**config.mk**
```make
export PLATFORM = sky130hd
export DESIGN_NAME = rs485_uart_tx
export DESIGN_NICKNAME = d
export VERILOG_FILES = /design/src/rtl/rs485_tx_pkg.sv /design/src/rtl/txu_hold_reg.sv /design/src/rtl/txu_frame_seq.sv /design/src/rtl/rs485_uart_tx.sv
export SDC_FILE = /design/constraint.sdc
export NUM_CORES = 1
export LEC_CHECK = 0
export BUFFER_PORTS_ARGS = -buffer_cell sky130_fd_sc_hd__buf_4
export CORE_MARGIN = 3
export CORE_UTILIZATION = 35
export CTS_BUF_LIST = sky130_fd_sc_hd__clkbuf_2 sky130_fd_sc_hd__clkbuf_4 sky130_fd_sc_hd__clkbuf_8
export CTS_CLUSTER_SIZE = 16
export DETAILED_ROUTE_END_ITERATION = 6
export PLACE_DENSITY = 0.51
export SYNTH_ARGS = -nofsm -noshare
export SYNTH_HDL_FRONTEND = slang
export SYNTH_SLANG_ARGS = --single-unit
```
**constraint.sdc**
```tcl
create_clock -name clk -period 1.7 [get_ports clk]
set_input_delay 0.34 -clock clk [delete_from_list [all_inputs] [get_ports clk]]
set_output_delay 0.34 -clock clk [all_outputs]
set_load 0.01 [all_outputs]
```
**src/rtl/rs485_tx_pkg.sv**
```systemverilog
`timescale 1ns/1ps
package rs485_tx_pkg;
  localparam int unsigned TX_DATA_W = 8;

  typedef enum logic [2:0] {
    S_IDLE, S_LEAD, S_START, S_DATA, S_PAR, S_STOP, S_TAIL
  } tx_state_e;

  // parity bit: even parity makes the total number of ones even
  function automatic logic parity_of(input logic [TX_DATA_W-1:0] d, input logic odd);
    return (^d) ^ odd;
  endfunction

  // number of bit periods in one frame, start through last stop
  function automatic int unsigned frame_bits(input logic par_en, input logic two_stop);
    return 1 + TX_DATA_W + int'(par_en) + 1 + int'(two_stop);
  endfunction
endpackage

```
**src/rtl/txu_hold_reg.sv**
```systemverilog
`timescale 1ns/1ps
module txu_hold_reg
  import rs485_tx_pkg::*;
(
  input  logic                 clk,
  input  logic                 rst,
  input  logic                 wr_en,
  input  logic [TX_DATA_W-1:0] wr_data,
  input  logic                 take,
  input  logic                 first_done,
  output logic [TX_DATA_W-1:0] hold_data,
  output logic                 pending,
  output logic                 empty,
  output logic                 empty_nx,
  output logic                 overrun
);
  logic accept, reject;

  assign accept   = wr_en & empty;
  assign reject   = wr_en & ~empty;
  assign empty_nx = accept ? 1'b0 : (first_done ? 1'b1 : empty);

  always_ff @(posedge clk) begin
    if (rst) begin
      hold_data <= '0;
      pending   <= 1'b0;
      empty     <= 1'b1;
      overrun   <= 1'b0;
    end else begin
      if (accept) hold_data <= wr_data;
      if (accept)    pending <= 1'b1;
      else if (take) pending <= 1'b0;
      empty   <= empty_nx;
      overrun <= overrun | reject;
    end
  end

  assert_write_clears_empty_R9: assert property (@(posedge clk) disable iff (rst)
    (wr_en && empty) |=> !empty);
  assert_overrun_sticky_R10: assert property (@(posedge clk) disable iff (rst)
    overrun |=> overrun);
  assert_reject_keeps_byte_R10: assert property (@(posedge clk) disable iff (rst)
    (wr_en && !empty) |=> $stable(hold_data));
endmodule

```
**src/rtl/txu_frame_seq.sv**
```systemverilog
`timescale 1ns/1ps
module txu_frame_seq
  import rs485_tx_pkg::*;
#(
  parameter int unsigned LEAD_TICKS = 2
) (
  input  logic                 clk,
  input  logic                 rst,
  input  logic                 tick,
  input  logic                 pending,
  input  logic [TX_DATA_W-1:0] hold_data,
  input  logic                 par_en,
  input  logic                 par_odd,
  input  logic                 two_stop,
  output logic                 take,
  output logic                 first_done,
  output logic                 de_nx,
  output logic                 line
);
  localparam int unsigned BCW = (TX_DATA_W > 1) ? $clog2(TX_DATA_W) : 1;
  localparam int unsigned LCW = (LEAD_TICKS > 1) ? $clog2(LEAD_TICKS) : 1;
  localparam logic [BCW-1:0] BIT_LAST  = BCW'(TX_DATA_W - 1);
  localparam logic [LCW-1:0] LEAD_LAST = LCW'(LEAD_TICKS - 1);

  tx_state_e state, state_n;
  logic [TX_DATA_W-1:0] shift;
  logic [BCW-1:0] bit_cnt;
  logic [LCW-1:0] lead_cnt;
  logic           stop_cnt;
  logic           par_bit;
  logic           stop_last;

  assign stop_last = (stop_cnt == two_stop);
  assign de_nx     = (state_n != S_IDLE);

  always_comb begin
    state_n    = state;
    take       = 1'b0;
    first_done = 1'b0;
    unique case (state)
      S_IDLE:  if (pending) state_n = S_LEAD;
      S_LEAD:  if (tick && lead_cnt == LEAD_LAST) begin
                 state_n = S_START;
                 take    = 1'b1;
               end
      S_START: if (tick) begin
                 state_n    = S_DATA;
                 first_done = 1'b1;
               end
      S_DATA:  if (tick && bit_cnt == BIT_LAST) state_n = par_en ? S_PAR : S_STOP;
      S_PAR:   if (tick) state_n = S_STOP;
      S_STOP:  if (tick && stop_last) begin
                 if (pending) begin
                   state_n = S_START;
                   take    = 1'b1;
                 end else begin
                   state_n = S_TAIL;
                 end
               end
      S_TAIL:  state_n = S_IDLE;
      default: state_n = S_IDLE;
    endcase
  end

  always_ff @(posedge clk) begin
    if (rst) begin
      state    <= S_IDLE;
      shift    <= '0;
      bit_cnt  <= '0;
      lead_cnt <= '0;
      stop_cnt <= 1'b0;
      par_bit  <= 1'b0;
      line     <= 1'b1;
    end else begin
      state    <= state_n;
      lead_cnt <= (state == S_LEAD) ? (tick ? lead_cnt + 1'b1 : lead_cnt) : '0;
      stop_cnt <= (state == S_STOP) ? (tick ? ~stop_cnt : stop_cnt) : 1'b0;
      if (take) begin
        shift   <= hold_data;
        par_bit <= parity_of(hold_data, par_odd);
        bit_cnt <= '0;
        line    <= 1'b0;
      end else if (tick) begin
        unique case (state)
          S_START: line <= shift[0];
          S_DATA: begin
            shift   <= shift >> 1;
            bit_cnt <= bit_cnt + 1'b1;
            line    <= (bit_cnt == BIT_LAST) ? (par_en ? par_bit : 1'b1) : shift[1];
          end
          default: line <= 1'b1;
        endcase
      end
    end
  end

  assert_start_low_R2: assert property (@(posedge clk) disable iff (rst)
    (state == S_START) |-> !line);
  assert_stop_high_R4: assert property (@(posedge clk) disable iff (rst)
    (state == S_STOP || state == S_TAIL || state == S_IDLE) |-> line);
  assert_lead_before_start_R5: assert property (@(posedge clk) disable iff (rst)
    (state == S_START && $past(state) == S_LEAD) |-> $past(tick));
endmodule

```
**src/rtl/rs485_uart_tx.sv**
```systemverilog
`timescale 1ns/1ps
module rs485_uart_tx
  import rs485_tx_pkg::*;
#(
  parameter int unsigned LEAD_TICKS = 2
) (
  input  logic                 clk,
  input  logic                 rst,
  input  logic                 baud_tick,
  input  logic                 wr_en,
  input  logic [TX_DATA_W-1:0] wr_data,
  input  logic                 par_en,
  input  logic                 par_odd,
  input  logic                 two_stop,
  input  logic                 de_active_low,
  input  logic                 irq_en,
  output logic                 txd,
  output logic                 drv_en,
  output logic                 empty,
  output logic                 overrun,
  output logic                 irq
);
  logic [TX_DATA_W-1:0] hold_data;
  logic pending, take, first_done, empty_nx, de_nx, de_on;

  txu_hold_reg u_hold (
    .clk(clk), .rst(rst), .wr_en(wr_en), .wr_data(wr_data),
    .take(take), .first_done(first_done), .hold_data(hold_data),
    .pending(pending), .empty(empty), .empty_nx(empty_nx), .overrun(overrun)
  );

  txu_frame_seq #(.LEAD_TICKS(LEAD_TICKS)) u_seq (
    .clk(clk), .rst(rst), .tick(baud_tick), .pending(pending),
    .hold_data(hold_data), .par_en(par_en), .par_odd(par_odd),
    .two_stop(two_stop), .take(take), .first_done(first_done),
    .de_nx(de_nx), .line(txd)
  );

  always_ff @(posedge clk) begin
    if (rst) begin
      de_on  <= 1'b0;
      drv_en <= de_active_low;
      irq    <= 1'b0;
    end else begin
      de_on  <= de_nx;
      drv_en <= de_nx ^ de_active_low;
      irq    <= empty_nx & irq_en;
    end
  end

  assert_irq_needs_empty_R11: assert property (@(posedge clk) disable iff (rst)
    irq |-> empty);
  assert_mark_when_off_R4: assert property (@(posedge clk) disable iff (rst)
    !de_on |-> txd);
  assert_de_closes_on_mark_R6: assert property (@(posedge clk) disable iff (rst)
    $fell(de_on) |-> $past(txd));
endmodule

```
## Word-level counts from Yosys, hierarchy flattened

Index checks and enable logic that the tools add are counted.

- Bitwise operators: 10
- Multiplexer cells: 28
- Add/sub/neg operators: 2
- Reduce and logical (&&, ||, !) cells: 14
- Equal/unequal tests: 7

Operator list:

| operator | count |
|---|---|
| 8-bit 2-to-1 mux | 3 |
| 3-bit 2-to-1 mux | 7 |
| 3-bit case mux with 6 select lines | 1 |
| 1-bit 2-to-1 mux | 15 |
| 3-bit == test (second input constant) | 3 |
| 8-bit XOR reduction | 1 |
| 3-bit by 2-bit == test with 1-bit output (second input constant) | 2 |
| 2-bit nonzero test | 3 |
| 2-bit OR reduction | 3 |
| 1-bit inverter | 4 |
| 1-bit case mux with 2 select lines | 2 |
| 2-bit AND reduction | 2 |
| 3-bit by 1-bit adder with 3-bit output (second input constant) | 1 |
| 1-bit bitwise AND | 3 |
| 3-bit by 1-bit == test with 1-bit output (second input constant) | 1 |
| 1-bit logical AND | 3 |
| 3-bit zero test | 1 |
| 3-bit nonzero test | 1 |
| 1-bit XOR | 2 |
| 1-bit adder (second input constant) | 1 |
| 1-bit == test | 1 |
| 1-bit bitwise OR | 1 |

- Input bits: 17
- Register bits: 31
- Logic and storage cells: 74

## Depth between registers and ports, before layout

- Depth after elaboration: 7
- Gate-level depth with buffers: 7

## Modules after synthesis

Synthesis repeated with hierarchy kept, for this count alone.

- Cell total of the unflattened synthesis: 168
- Area total of the unflattened synthesis: 1560.2 um2

Modules (own cells, without submodules):

| module | area an instance (um2) | cells an instance | seq. area each (um2) | instances |
|---|---|---|---|---|
| txu_frame_seq | 1022.2 | 119 | 360.3 | 1 |
| txu_hold_reg | 460.4 | 43 | 220.2 | 1 |
| rs485_uart_tx | 77.6 | 6 | 40.0 | 1 |

## Least setup slack after synthesis

No wires, ideal clock.

- Path type: register to register
- Start point: register u_seq.state[0]
- End point: register u_seq.shift[6]
- Path buffers: 3
- Cell stages (with the launch flop): 8
- Setup slack: 0.345 ns
- Arrival time: 1.221 ns
- Clock period less this slack: 1.355 ns
- Library setup time: 0.134 ns
- Cells stage by stage: dfxtp_1 -> buf_6 -> and2b_1 -> and3_4 -> buf_6 -> buf_6 -> a22oi_1 -> a21oi_1

- Word-level cells in the longest chain between the ends: 4
- Elaborated cells on any way between the ends: 8
- Those cells by class: eq/ne (3); mux (2); reduce/logical (3)

RTL lines:

| item | RTL line | source |
|---|---|---|
| start, declared | txu_frame_seq.sv:25 | `tx_state_e state, state_n;` |
| start signal, assigned | txu_frame_seq.sv:75 | `state <= state_n;` |
| 3-bit == test / 3-bit by 1-bit == test with 1-bit output (equally long branches) | txu_frame_seq.sv:40 | `unique case (state)` |
| 1-bit case mux with 2 select lines | txu_frame_seq.sv:40 |  |
| 2-bit nonzero test (no line) | -- |  |
| 2-bit AND reduction (no line) | -- |  |
| end signal, assigned | txu_frame_seq.sv:79 | `shift <= hold_data;` |
| end signal, assigned | txu_frame_seq.sv:87 | `shift <= shift >> 1;` |
| end, declared | txu_frame_seq.sv:26 | `logic [TX_DATA_W-1:0] shift;` |

Parallel ways exist; a longest one is shown, timed or not.
A chain may end at the register's enable or synchronous reset.

## Worst setup path after layout

- Start point: register u_seq.bit_cnt[0]
- End point: register drv_en

- Word-level cells in the longest chain between the ends: 7

RTL lines:

| item | RTL line | source |
|---|---|---|
| start, declared | txu_frame_seq.sv:27 | `logic [BCW-1:0] bit_cnt;` |
| start signal, assigned | txu_frame_seq.sv:88 | `bit_cnt <= bit_cnt + 1'b1;` |
| 3-bit == test | txu_frame_seq.sv:50 | `S_DATA: if (tick && bit_cnt == BIT_LAST) state_n = par_en ? S_PAR : S_STOP;` |
| 1-bit logical AND | txu_frame_seq.sv:50 |  |
| 3-bit 2-to-1 mux | txu_frame_seq.sv:50 |  |
| 3-bit case mux with 6 select lines | txu_frame_seq.sv:40 |  |
| 3-bit nonzero test | txu_frame_seq.sv:34 | `assign de_nx = (state_n != S_IDLE);` |
| 1-bit XOR | rs485_uart_tx.sv:46 | `drv_en <= de_nx ^ de_active_low;` |
| 1-bit 2-to-1 mux | rs485_uart_tx.sv:40 | `if (rst) begin` |
| end signal, assigned | rs485_uart_tx.sv:42 | `drv_en <= de_active_low;` |
| end signal, assigned | rs485_uart_tx.sv:46 |  |
| end, declared | rs485_uart_tx.sv:18 | `output logic drv_en,` |

No other way between the ends.

==> impl_results.md <==
* Vias in the first global route at 1,220
* Chip Height at 71.23 µm
* DR WL/cell at 12.97 µm
* Gr ovfl total at 0
* Cells after Synth at 165
* Seq/Total Area, Yosys at 0.4168
* Port bufs at 21
* Num rows at 23
* Final wirelength at 3060 µm
* Slew headroom at 0.7835
* Max-cap viol count at 0
* Tmin final at 1.473 ns
* Placer Congestion at 0.8253
* # Post-CTS Setup Buffers at 0
* Chip Width at 71.23 µm
* Clock sinks at 31
* H-Tree Depth at 2
* Setup_tns at 0 ns
* Placed Area at 0.001664 mm²
* Antenna violations before repair at 0
* Fin nets at 204
* Max incr delay on CP at 0.35 ns
* CP most frequent cell: ha_1
* HPWL Detailed at 2211 µm
* Sequential cell area at 620.6 µm²
* Share of cells above drive strength 1 at 0.2312
* CP Cell Sequence: ha_1, ha_1, nand4_1, o211ai_1, o21ai_1, o21bai_1, xnor2_1
* Avg Synthesized Cell Area at 9.024 µm²
* Cell variety after synth at 42
* Synthesis-to-layout area growth at 18.74%
* Clk_lat worst skew at 0.28 ns
* Max VDD drop at 0.0003941 V
* N_diodes at 0
* Post-synth EDFFs at 0
* Worst path depth at 7
* Crit path max-delay family: adder cells
* First-pass GRT wire length at 5451 µm
* Worst setup path category: flop to flop
* Commonest non-fill, non-tap cell in the layout: dfxtp_1
* Actual slew at the worst max-slew pin at 0.3247 ns
* CP Launch Type: flop
* Slowest CP cell: dfxtp_1
* Clock buffer depth at 2
* Final Hold Fails at 0
* GRT Overall Usage at 0.1359
* Synth Flop Type: dfxtp_1
* Pin count of the biggest net entering global routing at 30
* Clock root buffer: clkbuf_8
* Max frequency at 679.1 MHz
* Synth Register Bits at 31
* Die area at 0.005073 mm²
* I/O pins at 22
* Commonest non-fill, non-tap cells in the layout: 31 x dfxtp_1, 25 x buf_4, 24 x nand2_1, 17 x a21oi_1, 10 x nand3_1
* DR iter-0 viols at 62
* DRC at 0
* Vias per inst at 5.064
* HP Class: input port to flop
* Ys async rst share at 0
* First-pass iteration count of the detailed router at 4
* Clock transition at path regs at 0.07 ns
* Cell Area, Synth at 0.001489 mm²
* Reg2reg path depth at 7
* YS warnings at 0
* Cell area after layout at 0.001768 mm²
* Initial Util at 0.3669
* Unrepaired setup endpoints after global routing: false
* Hold_buf cts at 0
* Required time of the critical path at 1.91 ns
* Count of cells resized by post-cts repair at 0
* Worst Hold Depth at 2
* PD cells at 892.5 mW/mm²
* Routed vias at 1,195
* Clock skew at 0.008312 ns
* # setup viols final at 0
* Worst path bufs/invs at 0
* Final hold slack at 0.2504 ns
* Fillers at 418
* Area of the core at 0.004058 mm²
* Critical Path Fanout Max at 5
* PnR Total Power at 1.578 mW
* CTS tree: yes
* Ratio of final minimum period to clock period at 0.8662
* Net count after synthesis at 184
* Multi-input logic area at 789.5 µm²
* Outcome: finished, final reports clean
* Slew Limit Fails at 0
* Antenna Violating Nets Remaining at 0
* Leakage at 0.6855 nW
* Worst path arrival time at 1.68 ns
* Num CTS Buffers at 5
* Worst Setup End Kind: flop
stage by stage:
step	std cells	setup slack, ns	util
after CTS	236	0.1907	0.4357
after global routing	236	0.009121	0.4357
after global placement	228	0.1812	0.4101
after floorplan	165	0.3446	-
final	236	0.2275	0.4357
after detailed placement	228	0.1360	0.4101
metal layers:
| layer | GRT usage | wire length [µm] | share of wire |
|---|---|---|---|
| met1 | 0.1715 | 1494 | 0.49 |
| met2 | 0.2153 | 1336 | 0.44 |
| met3 | 0.03787 | 162 | 0.053 |
| met4 | 0.06263 | 65 | 0.021 |
| met5 | 0 | 0 | 0 |
where the power goes:
part / switching [mW] / internal, mW
logic: 0.0820 / 0.0893
clock network: 0.266 / 0.368
registers: 0.0219 / 0.751
cell families (layout without fill, tap and decap cells):
family / after synthesis / in the layout / synth area share
flops: 31 / 31 / 0.4168
mux: 4 / 4 / 0.02689
xor+xnor: 13 / 13 / 0.08572
simple gates: 62 / 62 / 0.2236
buf+inv: 13 / 34 / 0.05294
fa+ha+maj: 2 / 2 / 0.01680
compound gates: 40 / 40 / 0.1773
area by class of cell:
cell class | instances | share of cell area
Inverter | 1 | 0.002123
Multi-Input combinational cell | 121 | 0.4466
Clock inverter | 1 | 0.004246
Clock buffer | 7 | 0.05449
Timing Repair Buffer | 25 | 0.1062
Sequential cell | 31 | 0.3510
Tap cell | 50 | 0.03539
synthesized netlist by cell type, drive strengths merged, types with 3 or more instances:
master,instances,area [µm²]
nor3,5,40.04
xnor2,9,78.83
dfxtp,31,620.6
o21ai,4,20.01
clkbuf,5,18.77
buf,7,56.30
nor2,8,30.03
nand3,10,50.05
mux2i,4,40.04
a21oi,19,110.1
a22oi,6,45.04
xor2,3,26.28
nand2,25,96.35
a211oi,4,30.03
state kept, by name, indices dropped and copies added, names as in the netlist:
signal	cells
drv_en	1
irq	1
u_hold.empty	1
u_hold.hold_data	8
u_hold.overrun	1
u_hold.pending	1
u_seq.bit_cnt	3
u_seq.lead_cnt	1
u_seq.line	1
u_seq.par_bit	1
u_seq.shift	8
u_seq.state	3
u_seq.stop_cnt	1
final timing paths:
path                                               startpoint                         end  slack, ns
worst max-delay path            u_seq.bit_cnt[0]$_SDFFE_PP0P_              drv_en$_DFF_P_       0.23
worst min-delay path                            de_active_low              drv_en$_DFF_P_       0.25
worst max register to register  u_seq.bit_cnt[0]$_SDFFE_PP0P_              drv_en$_DFF_P_       0.23
worst min register to register     u_seq.par_bit$_SDFFE_PP0P_  u_seq.par_bit$_SDFFE_PP0P_       0.45
Note: power is estimated with default switching activity, not from simulation.
